===== config.mk =====
export PLATFORM = sky130hd
export DESIGN_NAME = boot_seq_top
export DESIGN_NICKNAME = d
export VERILOG_FILES = /design/src/rtl/boot_pkg.sv /design/src/rtl/boot_wake_sync.sv /design/src/rtl/boot_delay_timer.sv /design/src/rtl/boot_copy_engine.sv /design/src/rtl/boot_seq_top.sv
export SDC_FILE = /design/constraint.sdc
export NUM_CORES = 1
export LEC_CHECK = 0
export ABC_AREA = 1
export BUFFER_PORTS_ARGS = -buffer_cell sky130_fd_sc_hd__buf_2
export CAP_MARGIN = 10
export CORE_MARGIN = 4
export CORE_UTILIZATION = 45
export CTS_BUF_LIST = sky130_fd_sc_hd__clkbuf_4 sky130_fd_sc_hd__clkbuf_8 sky130_fd_sc_hd__clkbuf_16
export CTS_CLUSTER_SIZE = 30
export DETAILED_ROUTE_END_ITERATION = 12
export GPL_TIMING_DRIVEN = 0
export PLACE_DENSITY = 0.84
export SETUP_SLACK_MARGIN = 0.1
export SLEW_MARGIN = 15
export SYNTH_ARGS = -nofsm -noshare
export SYNTH_HDL_FRONTEND = slang
export SYNTH_SLANG_ARGS = --single-unit

===== constraint.sdc =====
create_clock -name clk -period 1.4 [get_ports clk]
set_input_delay 0.21 -clock clk [delete_from_list [all_inputs] [get_ports clk]]
set_output_delay 0.21 -clock clk [all_outputs]
set_load 0.005 [all_outputs]

===== src/rtl/boot_pkg.sv =====
package boot_pkg;

    typedef enum logic [2:0] {
        ST_SHUTDOWN    = 3'd0,
        ST_RESET_HOLD  = 3'd1,
        ST_FIXED_DELAY = 3'd2,
        ST_COPY        = 3'd3,
        ST_RELEASE     = 3'd4,
        ST_RUN         = 3'd5
    } boot_state_e;

    function automatic logic is_busy_state(boot_state_e s);
        return (s == ST_RESET_HOLD) || (s == ST_FIXED_DELAY) ||
               (s == ST_COPY) || (s == ST_RELEASE);
    endfunction

endpackage


===== src/rtl/boot_wake_sync.sv =====
module boot_wake_sync #(
    parameter int GPIO_W = 4
) (
    input  logic              clk,
    input  logic              rst_n,
    input  logic [GPIO_W-1:0] gpio_in,
    input  logic              in_shutdown,
    input  logic              arm_load,
    input  logic              arm_val,
    input  logic              tmr_expire,
    output logic              wake
);

    typedef struct packed {
        logic [GPIO_W-1:0] meta;
        logic [GPIO_W-1:0] sync;
        logic              armed;
    } wake_regs_t;

    wake_regs_t r_q, r_d;

    logic pin_low;
    logic tmr_hit;

    always_comb begin
        r_d      = r_q;
        r_d.meta = gpio_in;
        r_d.sync = r_q.meta;
        pin_low  = ~&r_q.sync;
        tmr_hit  = r_q.armed && tmr_expire;
        wake     = in_shutdown && (pin_low || tmr_hit);
        if (arm_load) begin
            r_d.armed = arm_val;
        end else if (wake) begin
            r_d.armed = 1'b0;
        end
    end

    always_ff @(posedge clk or negedge rst_n) begin
        if (!rst_n) begin
            r_q <= '{meta: '1, sync: '1, armed: 1'b0};
        end else begin
            r_q <= r_d;
        end
    end

    // an unarmed expiry alone never produces a wake
    p_unarmed_quiet_r12: assert property (@(posedge clk) disable iff (!rst_n)
        (!r_q.armed && &r_q.sync) |-> !wake);

endmodule


===== src/rtl/boot_delay_timer.sv =====
module boot_delay_timer #(
    parameter int FIXED_CYC = 48,
    parameter int DBG_CYC   = 16
) (
    input  logic clk,
    input  logic rst_n,
    input  logic start,
    input  logic use_short,
    output logic done
);

    localparam int MAX_CYC = (FIXED_CYC > DBG_CYC) ? FIXED_CYC : DBG_CYC;
    localparam int CNT_W   = $clog2(MAX_CYC + 1);
    localparam logic [CNT_W-1:0] FIX_L = CNT_W'(FIXED_CYC);
    localparam logic [CNT_W-1:0] DBG_L = CNT_W'(DBG_CYC);

    typedef struct packed {
        logic             active;
        logic [CNT_W-1:0] cnt;
        logic [CNT_W-1:0] limit;
    } tmr_regs_t;

    tmr_regs_t r_q, r_d;

    always_comb begin
        r_d  = r_q;
        done = r_q.active && (r_q.cnt == r_q.limit - CNT_W'(1));
        if (start) begin
            r_d.active = 1'b1;
            r_d.cnt    = '0;
            r_d.limit  = use_short ? DBG_L : FIX_L;
        end else if (done) begin
            r_d.active = 1'b0;
            r_d.cnt    = '0;
        end else if (r_q.active) begin
            r_d.cnt = r_q.cnt + CNT_W'(1);
        end
    end

    always_ff @(posedge clk or negedge rst_n) begin
        if (!rst_n) begin
            r_q <= '{active: 1'b0, cnt: '0, limit: FIX_L};
        end else begin
            r_q <= r_d;
        end
    end

    // the count never runs past its window
    p_count_bound_r3: assert property (@(posedge clk) disable iff (!rst_n)
        r_q.active |-> (r_q.cnt < r_q.limit));

endmodule


===== src/rtl/boot_copy_engine.sv =====
module boot_copy_engine #(
    parameter int ADDR_W   = 6,
    parameter int DATA_W   = 8,
    parameter int WORD_CYC = 4
) (
    input  logic              clk,
    input  logic              rst_n,
    input  logic              start,
    input  logic [ADDR_W:0]   len,
    input  logic [DATA_W-1:0] nvm_rdata,
    output logic [ADDR_W-1:0] nvm_addr,
    output logic              ram_we,
    output logic [ADDR_W-1:0] ram_addr,
    output logic [DATA_W-1:0] ram_wdata,
    output logic              done
);

    localparam int WC_W = $clog2(WORD_CYC + 1);
    localparam logic [WC_W-1:0] WC_LAST = WC_W'(WORD_CYC - 1);

    typedef struct packed {
        logic              active;
        logic [ADDR_W-1:0] idx;
        logic [ADDR_W-1:0] last;
        logic [WC_W-1:0]   wcnt;
    } copy_regs_t;

    copy_regs_t r_q, r_d;

    logic [ADDR_W:0] len_m1;

    always_comb begin
        r_d       = r_q;
        len_m1    = len - {{ADDR_W{1'b0}}, 1'b1};
        nvm_addr  = r_q.idx;
        ram_addr  = r_q.idx;
        ram_wdata = nvm_rdata;
        ram_we    = r_q.active && (r_q.wcnt == WC_LAST);
        done      = ram_we && (r_q.idx == r_q.last);
        if (start) begin
            r_d.active = 1'b1;
            r_d.idx    = '0;
            r_d.wcnt   = '0;
            r_d.last   = len_m1[ADDR_W-1:0];
        end else if (ram_we) begin
            r_d.wcnt = '0;
            if (done) begin
                r_d.active = 1'b0;
                r_d.idx    = '0;
            end else begin
                r_d.idx = r_q.idx + ADDR_W'(1);
            end
        end else if (r_q.active) begin
            r_d.wcnt = r_q.wcnt + WC_W'(1);
        end
    end

    always_ff @(posedge clk or negedge rst_n) begin
        if (!rst_n) begin
            r_q <= '{active: 1'b0, idx: '0, last: '0, wcnt: '0};
        end else begin
            r_q <= r_d;
        end
    end

    // the word index stays inside the latched length
    p_idx_in_range_r7: assert property (@(posedge clk) disable iff (!rst_n)
        r_q.active |-> (r_q.idx <= r_q.last));

    // writes advance the address by one
    p_addr_step_r4: assert property (@(posedge clk) disable iff (!rst_n)
        (ram_we && !done) |=> (ram_addr == $past(ram_addr) + ADDR_W'(1)));

endmodule


===== src/rtl/boot_seq_top.sv =====
module boot_seq_top #(
    parameter int GPIO_W    = 4,
    parameter int ADDR_W    = 6,
    parameter int DATA_W    = 8,
    parameter int PORT_W    = 8,
    parameter int CLK_W     = 2,
    parameter int FIXED_CYC = 48,
    parameter int DBG_CYC   = 16,
    parameter int WORD_CYC  = 4
) (
    input  logic              clk,
    input  logic              por_n,
    input  logic [GPIO_W-1:0] gpio_in,
    input  logic              sleep_tmr_en,
    input  logic              sleep_tmr_expire,
    input  logic              shutdown_req,
    input  logic              debug_mode,
    input  logic [ADDR_W:0]   copy_len,
    output logic [ADDR_W-1:0] nvm_addr,
    input  logic [DATA_W-1:0] nvm_rdata,
    output logic              ram_we,
    output logic [ADDR_W-1:0] ram_addr,
    output logic [DATA_W-1:0] ram_wdata,
    input  logic [PORT_W-1:0] cpu_port_data,
    input  logic              cpu_port_od,
    input  logic [CLK_W-1:0]  cpu_clk_sel,
    output logic [PORT_W-1:0] port_latch,
    output logic              port_od,
    output logic [CLK_W-1:0]  clk_sel,
    output logic              cpu_halt,
    output logic              periph_rst,
    output logic              busy,
    output logic              boot_done
);
    import boot_pkg::*;

    localparam int LEN_W = ADDR_W + 1;
    localparam logic [LEN_W-1:0] DEPTH_L = LEN_W'(2 ** ADDR_W);
    localparam logic [CLK_W-1:0] CLK_INT_OSC = '0;

    typedef struct packed {
        boot_state_e      state;
        logic [LEN_W-1:0] len;
        logic             dbg;
    } top_regs_t;

    top_regs_t r_q, r_d;

    logic in_shutdown;
    logic running;
    logic wake;
    logic arm_load;
    logic tmr_start;
    logic tmr_done;
    logic copy_start;
    logic copy_done;
    logic [LEN_W-1:0] len_clamped;

    boot_wake_sync #(.GPIO_W(GPIO_W)) u_wake (
        .clk        (clk),
        .rst_n      (por_n),
        .gpio_in    (gpio_in),
        .in_shutdown(in_shutdown),
        .arm_load   (arm_load),
        .arm_val    (sleep_tmr_en),
        .tmr_expire (sleep_tmr_expire),
        .wake       (wake)
    );

    boot_delay_timer #(.FIXED_CYC(FIXED_CYC), .DBG_CYC(DBG_CYC)) u_delay (
        .clk      (clk),
        .rst_n    (por_n),
        .start    (tmr_start),
        .use_short(debug_mode),
        .done     (tmr_done)
    );

    boot_copy_engine #(.ADDR_W(ADDR_W), .DATA_W(DATA_W), .WORD_CYC(WORD_CYC)) u_copy (
        .clk      (clk),
        .rst_n    (por_n),
        .start    (copy_start),
        .len      (r_q.len),
        .nvm_rdata(nvm_rdata),
        .nvm_addr (nvm_addr),
        .ram_we   (ram_we),
        .ram_addr (ram_addr),
        .ram_wdata(ram_wdata),
        .done     (copy_done)
    );

    always_comb begin
        r_d         = r_q;
        in_shutdown = (r_q.state == ST_SHUTDOWN);
        running     = (r_q.state == ST_RUN);
        arm_load    = running && shutdown_req;
        tmr_start   = (r_q.state == ST_RESET_HOLD);
        copy_start  = 1'b0;
        len_clamped = (copy_len > DEPTH_L) ? DEPTH_L : copy_len;

        unique case (r_q.state)
            ST_SHUTDOWN: begin
                if (wake) r_d.state = ST_RESET_HOLD;
            end
            ST_RESET_HOLD: begin
                r_d.len   = len_clamped;
                r_d.dbg   = debug_mode;
                r_d.state = ST_FIXED_DELAY;
            end
            ST_FIXED_DELAY: begin
                if (tmr_done) begin
                    if (r_q.dbg || (r_q.len == '0)) begin
                        r_d.state = ST_RELEASE;
                    end else begin
                        r_d.state  = ST_COPY;
                        copy_start = 1'b1;
                    end
                end
            end
            ST_COPY: begin
                if (copy_done) r_d.state = ST_RELEASE;
            end
            ST_RELEASE: begin
                r_d.state = ST_RUN;
            end
            ST_RUN: begin
                if (shutdown_req) r_d.state = ST_SHUTDOWN;
            end
            default: r_d.state = ST_RESET_HOLD;
        endcase

        busy       = is_busy_state(r_q.state);
        boot_done  = (r_q.state == ST_RELEASE);
        cpu_halt   = !running;
        periph_rst = !running;
        port_latch = running ? cpu_port_data : '1;
        port_od    = running ? cpu_port_od : 1'b1;
        clk_sel    = running ? cpu_clk_sel : CLK_INT_OSC;
    end

    always_ff @(posedge clk or negedge por_n) begin
        if (!por_n) begin
            r_q <= '{state: ST_RESET_HOLD, len: '0, dbg: 1'b0};
        end else begin
            r_q <= r_d;
        end
    end

    // the copy engine writes only while the sequencer is copying
    p_we_in_copy_r4: assert property (@(posedge clk) disable iff (!por_n)
        ram_we |-> (r_q.state == ST_COPY));

    // a debug boot never reaches the copy phase
    p_no_copy_debug_r8: assert property (@(posedge clk) disable iff (!por_n)
        (r_q.state == ST_COPY) |-> !r_q.dbg);

    // release pulse is followed by the running state
    p_done_then_run_r9: assert property (@(posedge clk) disable iff (!por_n)
        boot_done |=> (!busy && !cpu_halt && !boot_done));

    // shutdown strobe in run is taken on the next edge
    p_shutdown_taken_r10: assert property (@(posedge clk) disable iff (!por_n)
        (running && shutdown_req) |=> (r_q.state == ST_SHUTDOWN));

    // a boot only restarts from shutdown
    p_no_restart_r13: assert property (@(posedge clk) disable iff (!por_n)
        (r_q.state != ST_SHUTDOWN) |=> (r_q.state != ST_RESET_HOLD));

    // a wake in shutdown always starts a boot
    p_wake_exits_r11: assert property (@(posedge clk) disable iff (!por_n)
        (in_shutdown && wake) |=> (r_q.state == ST_RESET_HOLD));

endmodule


==> run metrics, run 1 <==
root buffer cell clkbuf_8; Pwr Total ~5000 µW; Post-Synthesis Cell Area about 2400 µm²; CP required 1190 ps; via count 2304; share of total power in combinational logic 0.463; Die Wd 81.2 µm; TritonCTS clock tree done; total die area roughly 6600 µm²; Final Critical Period 1900 ps; number of max-cap violations 0; Startpoint Class flop; Buffers on Ports 63; critical path's slowest cell dfstp_2; synthesis-to-finish area growth 47.5%; Worst-path clk slew 90 ps; total I/O pin count 72; layout cells sized above 1 0.511; RSZ-0062 raised after global routing yes; drt total wl 6.39 mm; commonest non-fill, non-tap cells in the layout nand2_1 (63), buf_2 (53), buf_4 (46); crit path DAT 1690 ps; CP max FO 5; CTS H-Tree Depth 2; Mean Syn Cell Area 8.41 µm²; crit-path leading delay family flip-flops; multi-input logic area 1220 µm²; final critical-path share of the clock period 1.35; Mapped Cells about 290; Starting Density 0.470; FF+latch area approximately 1100 µm²; Net Sw Power 2000 µW; Setup crit end kind primary output; global route overflow 0; status finished with violations; sequential area share after synthesis 0.461; ANT nets after route 0; initial antenna violation count 0; VDD IR-drop max 1100 µV; Yosys warning count 0; setup ws final -495 ps; fillers 370; vias per cell 4.95; Hold Path Class in2async; fmax ~0.53 GHz; PD cells 1440 nW/µm²; First-pass DRT Iterations 5; Slew Limit Fails 0; worst skew pair latency 310 ps; first-pass GRT wire length 9.18 mm; cts bufs inserted 5; normalized max-slew margin 0.378; gr usage total 0.181; CP bufs+invs 4; clock skew 7.41 ps; core box area just over 5000 µm²; worst setup path class reg2out; worst-path cell chain inv_2 -> nor2_4 -> nand2_4 -> buf_8 -> buf_6 -> nor2_1 -> buf_2; most common cell after layout, fill and taps aside nand2_1; failing checks setup timing; hpwl dp around 3.7 mm; clock power share 0.182; Site Rows 26; max incr delay on CP 550 ps; Yosys reg bits 44; clock sinks 44; Pint 3130 µW; Final Hold Viols 0; n_diodes 0; Leakage around 0.0018 µW; Synth cell types 31; slew at the pin closest to its max-slew limit 933 ps; Setup-failing EPs final 35; GPL Wtd Cong 0.843; routed len/inst 13.7 µm; vias in the first global route 2085; syn_nets around 330; Residual DRC 0; Die H roughly 81 µm; largest net degree at the start of global routing 45; Seq pwr share 0.355; net count reported at finish 435; WHS just over 40 ps; Switching Share 0.390; DRC violation total after the first TritonRoute iteration 100; Max Buffers Root-to-Sink 2
## cells by family after synthesis
logic type                 count (synthesis)  synth area share
adders and majority gates                  5            0.0259
xor gates and xnor gates                  12            0.0435
DFF                                       44             0.461
and+or+nand+nor                          143             0.286
AOI/OAI and AO/OA                         26            0.0581
buffers and inverters                     57             0.125
## synthesized netlist by cell type, drive strengths merged
master,count,share of area
or2,9,0.023
clkinv,1,0.0016
o31ai,1,0.0031
dfstp,10,0.11
buf,22,0.070
xnor2,4,0.015
nand3,20,0.053
nand2,73,0.11
o21a,2,0.0062
xor2,8,0.029
o21ai,18,0.037
inv,33,0.052
clkbuf,1,0.0016
nand4,10,0.026
nor2,26,0.055
dfrtp,34,0.35
nor3b,1,0.0031
o211ai,1,0.0031
a21oi,4,0.0083
nor3,2,0.0041
nand3b,2,0.0062
ha,5,0.026
## layer usage
metal  up-vias  track usage  wire, µm
met5         -            0         0
met4         0       0.0777       205
met3        21       0.0410       329
met2        73        0.327      3470
met1      1104        0.204      2380
li1       1106            -         -
## registers in the layout, summed over array words and instances, names as in the netlist
name             flops
u_copy.r_q          10
r_q                 11
u_wake.r_q           5
u_copy.nvm_addr      6
u_delay.r_q          8
u_wake.r_d           4
## layout make-up
class	count	share of cell area
inverters	34	0.0387
multi-input cells	186	0.343
clock inverters	2	0.00492
repair buffers	100	0.195
flip-flops and latches	44	0.315
clock buffers	6	0.0264
plain buffers	23	0.0527
well taps	70	0.0246
## per-stage QoR
| stage | TNS, ps | utilization | cells | worst slack (ps) | area [µm²] |
|---|---|---|---|---|---|
| after global routing | -11190 | 0.693 | 465 | -547 | 3560 |
| after floorplan | -237 | - | 287 | -27.9 | 2450 |
| after global placement | -3770 | 0.556 | 420 | -184 | 2860 |
| after CTS | -6610 | 0.659 | 452 | -386 | 3390 |
| after detailed placement | -5730 | 0.556 | 420 | -270 | 2860 |
| final | -9180 | 0.693 | 465 | -495 | 3560 |
## power groups by stage
stage,clock network [µW],registers [µW],logic (µW)
global route,1010,1850,2580
global placement,0,1780,1350
finish,933,1820,2380
CTS,951,1800,1930
detailed placement,0,1790,1430
floorplan,0,1750,1070
## final timing paths
| path | startpoint | endpoint | slack [ps] | cells past startpoint |
|---|---|---|---|---|
| worst max-delay path | r_q[8]$_DFFE_PN1P_ | clk_sel[0] | -500 | 7 |
| worst min-delay path | por_n | u_copy.nvm_addr[2]$_DFFE_PN0P_ | 40 | 1 |
| worst max register to register | r_q[10]$_DFFE_PN0P_ | u_copy.nvm_addr[1]$_DFFE_PN0P_ | -240 | 9 |
| worst min register to register | u_wake.r_d[2]$_DFF_PN1_ | u_wake.r_q[2]$_DFF_PN1_ | 360 | 0 |
| max in group asynchronous | por_n | u_delay.r_q[12]$_DFFE_PN0P_ | 720 | 1 |
| min in group clk | copy_len[0] | r_q[1]$_DFFE_PN0N_ | 130 | 3 |
## repair_timing
action	CTS	global route
endpoints found under the setup margin	50	57
hold buffers	4	0
gates resized for setup	59	28
gates cloned	2	0
setup buffers	19	15
hold endpoints to repair	4	0
pin swaps	18	11
No activity file was read; power rests on OpenSTA's default activity.
==> run 2, diff against run 1 <==
--- a/config.mk
+++ b/config.mk
@@ -5,16 +5,15 @@
 export SDC_FILE = /design/constraint.sdc
 export NUM_CORES = 1
 export LEC_CHECK = 0
-export ABC_AREA = 1
 export BUFFER_PORTS_ARGS = -buffer_cell sky130_fd_sc_hd__buf_2
 export CAP_MARGIN = 10
 export CORE_MARGIN = 4
-export CORE_UTILIZATION = 45
+export CORE_UTILIZATION = 40
 export CTS_BUF_LIST = sky130_fd_sc_hd__clkbuf_4 sky130_fd_sc_hd__clkbuf_8 sky130_fd_sc_hd__clkbuf_16
 export CTS_CLUSTER_SIZE = 30
 export DETAILED_ROUTE_END_ITERATION = 12
 export GPL_TIMING_DRIVEN = 0
-export PLACE_DENSITY = 0.84
+export PLACE_DENSITY = 0.77
 export SETUP_SLACK_MARGIN = 0.1
 export SLEW_MARGIN = 15
 export SYNTH_ARGS = -nofsm -noshare
==> run 2 against run 1 <==
  * The flow still finishes with violations (setup timing)
  * Largest power group unchanged
  * Die area is 8.3% higher
  * Critical path depth is 2 higher
  * Largest cell class unchanged
  * Setup slack better by 110 ps
  * Power is 25% higher
  * Highest routed layer unchanged
  * Routed wire length is 4.0% lower
  * Register-to-register slack worse by 150 ps
  * Synthesized area is 2.9% lower
  * Cell area is 2.5% higher
  * Sequential power is 9% higher
==> run metrics, run 2 <==
R2R depth 9 (unchanged); Post-synth ARST share 1.00 (unchanged); Seq pwr share 0.309 (-0.046); worst skew pair latency 300 ps (about the same); vias per cell 4.96 (about the same); Max Buffers Root-to-Sink 2 (unchanged); CP max FO 8 (+3); normalized max-slew margin 0.366 (-0.0122); clock power share 0.126 (-0.056); syn_nets 274 (-16%); setup ws final -389 ps (+106 ps); Setup-failing EPs final 42 (+20%); synthesis-to-finish area growth 55.6%; Worst-path clk slew 80 ps (about the same); top cell type's share of synthesized area 0.363 (+0.0105); Slew Limit Fails 0 (unchanged); failing checks setup timing; Final Critical Period 1790 ps (-106 ps); via count 2087 (-9.4%); largest registers r_q x11, u_copy.r_q x10, u_delay.r_q x8; Final Hold Viols 0 (unchanged); total I/O pin count 72 (unchanged); Buffers on Ports 63 (unchanged); Die Wd 84.5 µm (+4.1%); fmax 0.559 GHz (+5.9%); crit path launch r_q[1]$_DFFE_PN0N_; routed len/inst 14.6 µm (+6.0%); post-synthesis compound-gate area fraction 0.0753 (+0.0172); Site Rows 27 (+3.8%); Synth cell types 44 (+42%); critical path's most frequent cell buf_12; largest net degree at the start of global routing 45 (unchanged); vias in the first global route 1931 (-7.4%); CP required 1630 ps (+440 ps); Starting Density 0.418 (-0.0517); Reg-to-Reg Start r_q[1]$_DFFE_PN0N_; net count reported at finish 389 (-11%); slew at the pin closest to its max-slew limit 952 ps (+18.3 ps); total die area 7150 µm² (+8.3%); GPL Wtd Cong 0.758 (-10%); Pint 4020 µW (+28%); xor-xnor portion of the synthesized cell area 0.0673 (+0.0237); gr usage total 0.150 (-0.0309); number of max-cap violations 0 (unchanged); clock sinks 44 (unchanged); layout cells sized above 1 0.619 (+0.108); max incr delay on CP 410 ps (-140 ps); global route overflow 0 (unchanged); root buffer cell clkbuf_8; first-pass GRT wire length 8.76 mm (-4.6%); multiplexer share of the synthesized area 0.0411 (+0.0411); Setup TNS -10300 ps (-1120 ps); Post-Synthesis Cell Area 2340 µm² (-2.9%); status finished with violations; Startpoint Class flop; max reg flops 11 (unchanged); PD cells 1770 nW/µm² (+22%); Setup crit end kind flop; Main synth FF type dfrtp_1; most common cell after layout, fill and taps aside buf_2; area leader, netlist dfrtp_1; Hold Path Class in2reg; clock skew 8.28 ps (+0.865 ps); Residual DRC 0 (unchanged); Mean Syn Cell Area 10.1 µm² (+20%); Yosys warning count 0 (unchanged); Switching Share 0.376 (-0.0143); Yosys reg bits 44 (unchanged); share of total power in combinational logic 0.565 (+0.102); critical path's slowest cell dfrtp_1; Critical path destination u_copy.r_q[2]$_DFFE_PN0P_; initial antenna violation count 0 (unchanged); final critical-path share of the clock period 1.28 (-0.0757); cts bufs inserted 5 (unchanged); worst-path cell chain inv_2 -> ha_4 -> nor4b_4 -> a21oi_2 -> and4_1 -> buf_6 -> buf_12 -> buf_12 -> nor2_2; CTS H-Tree Depth 2 (unchanged); Top reg by flops r_q; HP Start gpio_in[2]; VDD IR-drop max 1030 µV (-6.1%); adder-cell share of the synthesized area 0.0267 (+0.000775); largest family of logic cells by synthesized area simple AND/OR/NAND/NOR gates; drt total wl 6.13 mm (-4.0%); Mapped Cells 233 (-19%); ANT nets after route 0 (unchanged); Leakage 0.00171 µW (-6.8%); Net Sw Power 2420 µW (+21%); crit path DAT 2020 ps (+330 ps); WHS 11.4 ps (-29.6 ps); RSZ-0062 raised after global routing yes; commonest non-fill, non-tap cells in the layout buf_2 (57), buf_4 (46), dfrtp_1 (32); Commonest cells post-synth dfrtp_1 (34), nand2_1 (29), buf_4 (21); number of flops mapped to enable cells by yosys 0 (unchanged); post-layout util 0.650 (-0.0422); sequential area share after synthesis 0.475 (+0.0138); pre-CTS WS -320 ps (-49.3 ps); worst reg2reg endpoint u_copy.r_q[2]$_DFFE_PN0P_; hpwl dp 3.50 mm (-6.0%); First-pass DRT Iterations 4 (-1); core box area 5610 µm² (+9.1%); Die H 84.5 µm (+4.1%); n_diodes 0 (unchanged); simple-gate share of the synthesized area 0.212 (-0.0731); most common cell in the synthesized netlist dfrtp_1; worst setup path class reg2reg; DRC violation total after the first TritonRoute iteration 113 (+13%); worst reg2reg setup slack -390 ps (-150 ps); TritonCTS clock tree done; synth top area cells dfrtp_1 (36%), dfstp_2 (11%), buf_4 (6.7%), nand2_1 (4.6%), xor2_1 (3.7%)
==> run 2: layout make-up <==
class,count,area [µm²]
Clock buffer,7,83.8
Tap cell,72,90.1
Clock inverter,1,5.00
Multi-Input combinational cell,152,1240
Buffer,29,268
Fill cell,419,1960
Inverter,8,43.8
Sequential cell,44,1120
Timing Repair Buffer,108,800
==> run 2: layer usage <==
| metal | vias up | part of all wire | GRT usage |
|---|---|---|---|
| li1 | 1000 | - | - |
| met1 | 1010 | 0.37 | 0.180 |
| met2 | 67 | 0.55 | 0.255 |
| met3 | 10 | 0.052 | 0.0294 |
| met4 | 0 | 0.020 | 0.0791 |
| met5 | - | 0 | 0 |
==> run 2: worst min path at each step <==
stage / end / cells after the start / slack [ps]
after global placement: u_wake.r_d[3]$_DFF_PN1_ / 1 / 310
after detailed placement: u_wake.r_d[1]$_DFF_PN1_ / 1 / 320
after floorplan: r_q[0]$_DFFE_PN0N_ / 0 / -90
after global routing: u_wake.r_d[3]$_DFF_PN1_ / 1 / -1
final: u_wake.r_d[3]$_DFF_PN1_ / 1 / 10
after CTS: u_wake.r_d[1]$_DFF_PN1_ / 1 / 0.5
==> run 2: through the flow <==
step	std cells	power (µW)	area (µm²)
after floorplan	233	3410	2450
after global placement	368	3880	2860
after detailed placement	368	3960	2860
after CTS	400	5380	3230
after global routing	421	6850	3650
final	421	6440	3650
==> run 2: cell families after synthesis <==
family | after synthesis
XOR/XNOR | 18
multiplexers | 9
adder cells (fa/ha/maj) | 5
AO/OA/AOI/OAI | 27
AND/OR/NAND/NOR | 93
flip-flops | 44
buffers and inverters | 37
==> run 2: critical path, delay by kind of cell, from the launching register on <==
family	cells	cell delay (ps)
AOI/OAI and AO/OA	1	120
and+or+nand+nor	3	550
adders and majority gates	1	120
buffers and inverters	4	510
DFF	1	410
==> run 2: timing repair <==
item,in CTS,in global routing
pin swaps,16,23
hold buffers,0,2
resized for setup,27,61
setup endpoints to repair,50,52
endpoints found under the hold margin,0,2
buffers inserted,23,21
cloned,1,1
==> run 2: power by group through the flow <==
| stage | Clock [µW] | Combinational, µW | Sequential (µW) |
|---|---|---|---|
| 2_1_floorplan | 0 | 1510 | 1900 |
| 3_3_place_gp | 0 | 1920 | 1960 |
| 3_5_place_dp | 0 | 1980 | 1980 |
| 4_1_cts | 820 | 2620 | 1940 |
| 5_1_grt | 886 | 3930 | 2030 |
| 6_report | 812 | 3640 | 1990 |
==> run 3, diff against run 2 <==
--- a/config.mk
+++ b/config.mk
@@ -8,12 +8,12 @@
 export BUFFER_PORTS_ARGS = -buffer_cell sky130_fd_sc_hd__buf_2
 export CAP_MARGIN = 10
 export CORE_MARGIN = 4
-export CORE_UTILIZATION = 40
+export CORE_UTILIZATION = 35
 export CTS_BUF_LIST = sky130_fd_sc_hd__clkbuf_4 sky130_fd_sc_hd__clkbuf_8 sky130_fd_sc_hd__clkbuf_16
 export CTS_CLUSTER_SIZE = 30
 export DETAILED_ROUTE_END_ITERATION = 12
 export GPL_TIMING_DRIVEN = 0
-export PLACE_DENSITY = 0.77
+export PLACE_DENSITY = 0.7
 export SETUP_SLACK_MARGIN = 0.1
 export SLEW_MARGIN = 15
 export SYNTH_ARGS = -nofsm -noshare
==> run 3 against run 2 <==
  * The run still ends with setup timing left
  * Hold slack improved by 58 ps
  * Utilization shrank 7.7 points
  * Clock power is 22% higher
  * Global-route usage fell by 1.4 points
  * Setup slack improved by 27 ps
  * Cell count up 0.95%
  * Non-clock buffer count fell by 1
  * Register-to-register slack improved by 30 ps
  * Die area up 13%
  * Critical path type unchanged
  * Largest power group unchanged
==> run metrics, run 3 (synthesis gave the netlist of run 2 again) <==
crit path DAT 1950 ps (-70 ps); root buffer cell clkbuf_8; global route overflow 0 (unchanged); number of max-cap violations 0 (unchanged); worst reg2reg endpoint u_copy.r_q[5]$_DFFE_PN0N_; Slew Limit Fails 0 (unchanged); Buffers on Ports 63 (unchanged); worst setup path class reg2reg; core box area 6420 µm² (+15%); GRT met1 Usage 0.161 (-0.0186); placed instance count 373 (+1.4%); post-route non-filler standard cell count 425 (+0.95%); hpwl dp 3.49 mm (about the same); Final Hold Viols 0 (unchanged); grt peak-use layer met2; Setup crit end kind flop; crit path launch u_delay.r_q[7]$_DFFE_PN0P_; CTS H-Tree Depth 2 (unchanged); normalized max-slew margin 0.348 (-0.0179); failing checks setup timing; worst reg2reg setup slack -360 ps (+30 ps); VDD IR-drop max 1040 µV (+0.39%); most common cell after layout, fill and taps aside buf_2; Top reg by flops r_q; max reg flops 11 (unchanged); largest net degree at the start of global routing 45 (unchanged); slew at the pin closest to its max-slew limit 979 ps (+26.9 ps); initial antenna violation count 0 (unchanged); Residual DRC 0 (unchanged); first-pass GRT wire length 9.16 mm (+4.6%); final critical-path share of the clock period 1.26 (-0.0189); clock skew 6.91 ps (-1.36 ps); post-layout util 0.574 (-0.0766); drt total wl 6.19 mm (+0.99%); largest registers r_q x11, u_copy.r_q x10, u_delay.r_q x8; Post-Place Cell Area 2870 µm² (+0.22%); CP required 1590 ps (-40 ps); n_diodes 0 (unchanged); via count 2074 (-0.62%); ANT nets after route 0 (unchanged); Die H 89.8 µm (+6.3%); met3 Track Usage GR 0.0326 (+0.00311); DRC violation total after the first TritonRoute iteration 53 (-53%); WHS 69.2 ps (+57.7 ps); Hold Path Class in2async; setup ws final -363 ps (+26.5 ps); Starting Density 0.365 (-0.0530); vias in the first global route 2076 (+7.5%); cts bufs inserted 5 (unchanged); Site Rows 29 (+7.4%); fmax 0.567 GHz (+1.5%); First-pass DRT Iterations 5 (+1); vias per cell 4.88 (-1.6%); cell area after layout 3680 µm² (+1.0%); TritonCTS clock tree done; CP max FO 7 (-1); Die Wd 89.8 µm (+6.3%); commonest non-fill, non-tap cells in the layout buf_2 (55), buf_4 (45), dfrtp_1 (33); worst skew pair latency 300 ps (about the same); PD cells 1720 nW/µm² (-2.6%); Worst-path clk slew 90 ps (about the same); R2R depth 6 (-3); Setup TNS -10150 ps (+142 ps); synthesis-to-finish area growth 57.2%; clock sinks 44 (unchanged); Critical path destination u_copy.r_q[5]$_DFFE_PN0N_; routed len/inst 14.6 µm (about the same); Setup-failing EPs final 46 (+9.5%); Leakage 0.00172 µW (+0.96%); layout cells sized above 1 0.595 (-0.0241); net count reported at finish 388 (-0.26%); status finished with violations; total I/O pin count 72 (unchanged); GPL Wtd Cong 0.796 (+4.9%); met2 Use GR 0.247 (-0.00794); gr usage total 0.136 (-0.0145); Reg-to-Reg Start u_delay.r_q[7]$_DFFE_PN0P_; Max Buffers Root-to-Sink 2 (unchanged); RSZ-0062 raised after global routing yes; Final Critical Period 1760 ps (-26.5 ps); fillers 519 (+24%); Startpoint Class flop; total die area 8070 µm² (+13%)
==> run 3: cell count changes in the layout (fill, tap and decap cells not counted), moves of 2 or more <==
cell,delta
buf_8,-2
nand2_1,+4
clkinv_4,+3
buf_2,-2
a21oi_1,+2
dlygate4sd3_1,+2
nand2b_1,-2
a21oi_2,-2
nor2_4,+2
nand2b_4,+2
nand2_2,-4
==> run 3: final cells by class <==
type                            count  area, µm²  share of cell area
Inverter                            8       52.6              0.0143
Multi-Input combinational cell    152       1250               0.339
Clock inverter                      3       47.5              0.0129
Clock buffer                        5       68.8              0.0187
Sequential cell                    44       1110               0.303
Buffer                             29        265              0.0720
Tap cell                           77       96.3              0.0261
Timing Repair Buffer              107        791               0.215
==> run 3: worst max-delay path, stage by stage (launching register included) <==
cell,delay (ps)
dfrtp_1,360
ha_2,180
nand4_1,140
nor3_2,280
and4_1,240
buf_6,150
mux2_4,310
==> run 3: routing by layer <==
layer	wire, µm	share of wire
met1	2460	0.40
met5	0	0
met3	277	0.045
met4	127	0.021
met2	3320	0.54
==> run 3: repair_timing <==
action | 4_1_cts | 5_1_grt
hold buffers | 4 | 0
setup buffers | 26 | 15
gates cloned | 2 | 0
setup endpoints to repair | 50 | 55
hold endpoints to repair | 4 | 0
gates resized for setup | 38 | 51
pin swaps | 17 | 16
==> run 3: worst min-delay path by stage <==
stage,start,to,slack (ps),cells past startpoint
floorplan,por_n,r_q[0]$_DFFE_PN0N_,-90,0
global placement,gpio_in[0],u_wake.r_d[1]$_DFF_PN1_,310,1
detailed placement,gpio_in[1],u_wake.r_d[2]$_DFF_PN1_,320,1
CTS,por_n,u_delay.r_q[6]$_DFFE_PN0P_,90,1
global route,por_n,u_delay.r_q[6]$_DFFE_PN0P_,130,1
finish,por_n,u_delay.r_q[6]$_DFFE_PN0P_,70,1
==> run 3: power breakdown <==
| group | internal, µW | switching, µW | total [µW] |
|---|---|---|---|
| clock | 538 | 456 | 994 |
| sequential | 1640 | 317 | 1950 |
| combinational | 1770 | 1620 | 3390 |
==> run 3: per-stage QoR <==
stage	worst slack (ps)	total power, µW
6_report	-363	6340
5_1_grt	-419	6790
4_1_cts	-258	5660
3_5_place_dp	-280	3970
3_3_place_gp	-276	3900
2_1_floorplan	-162	3410
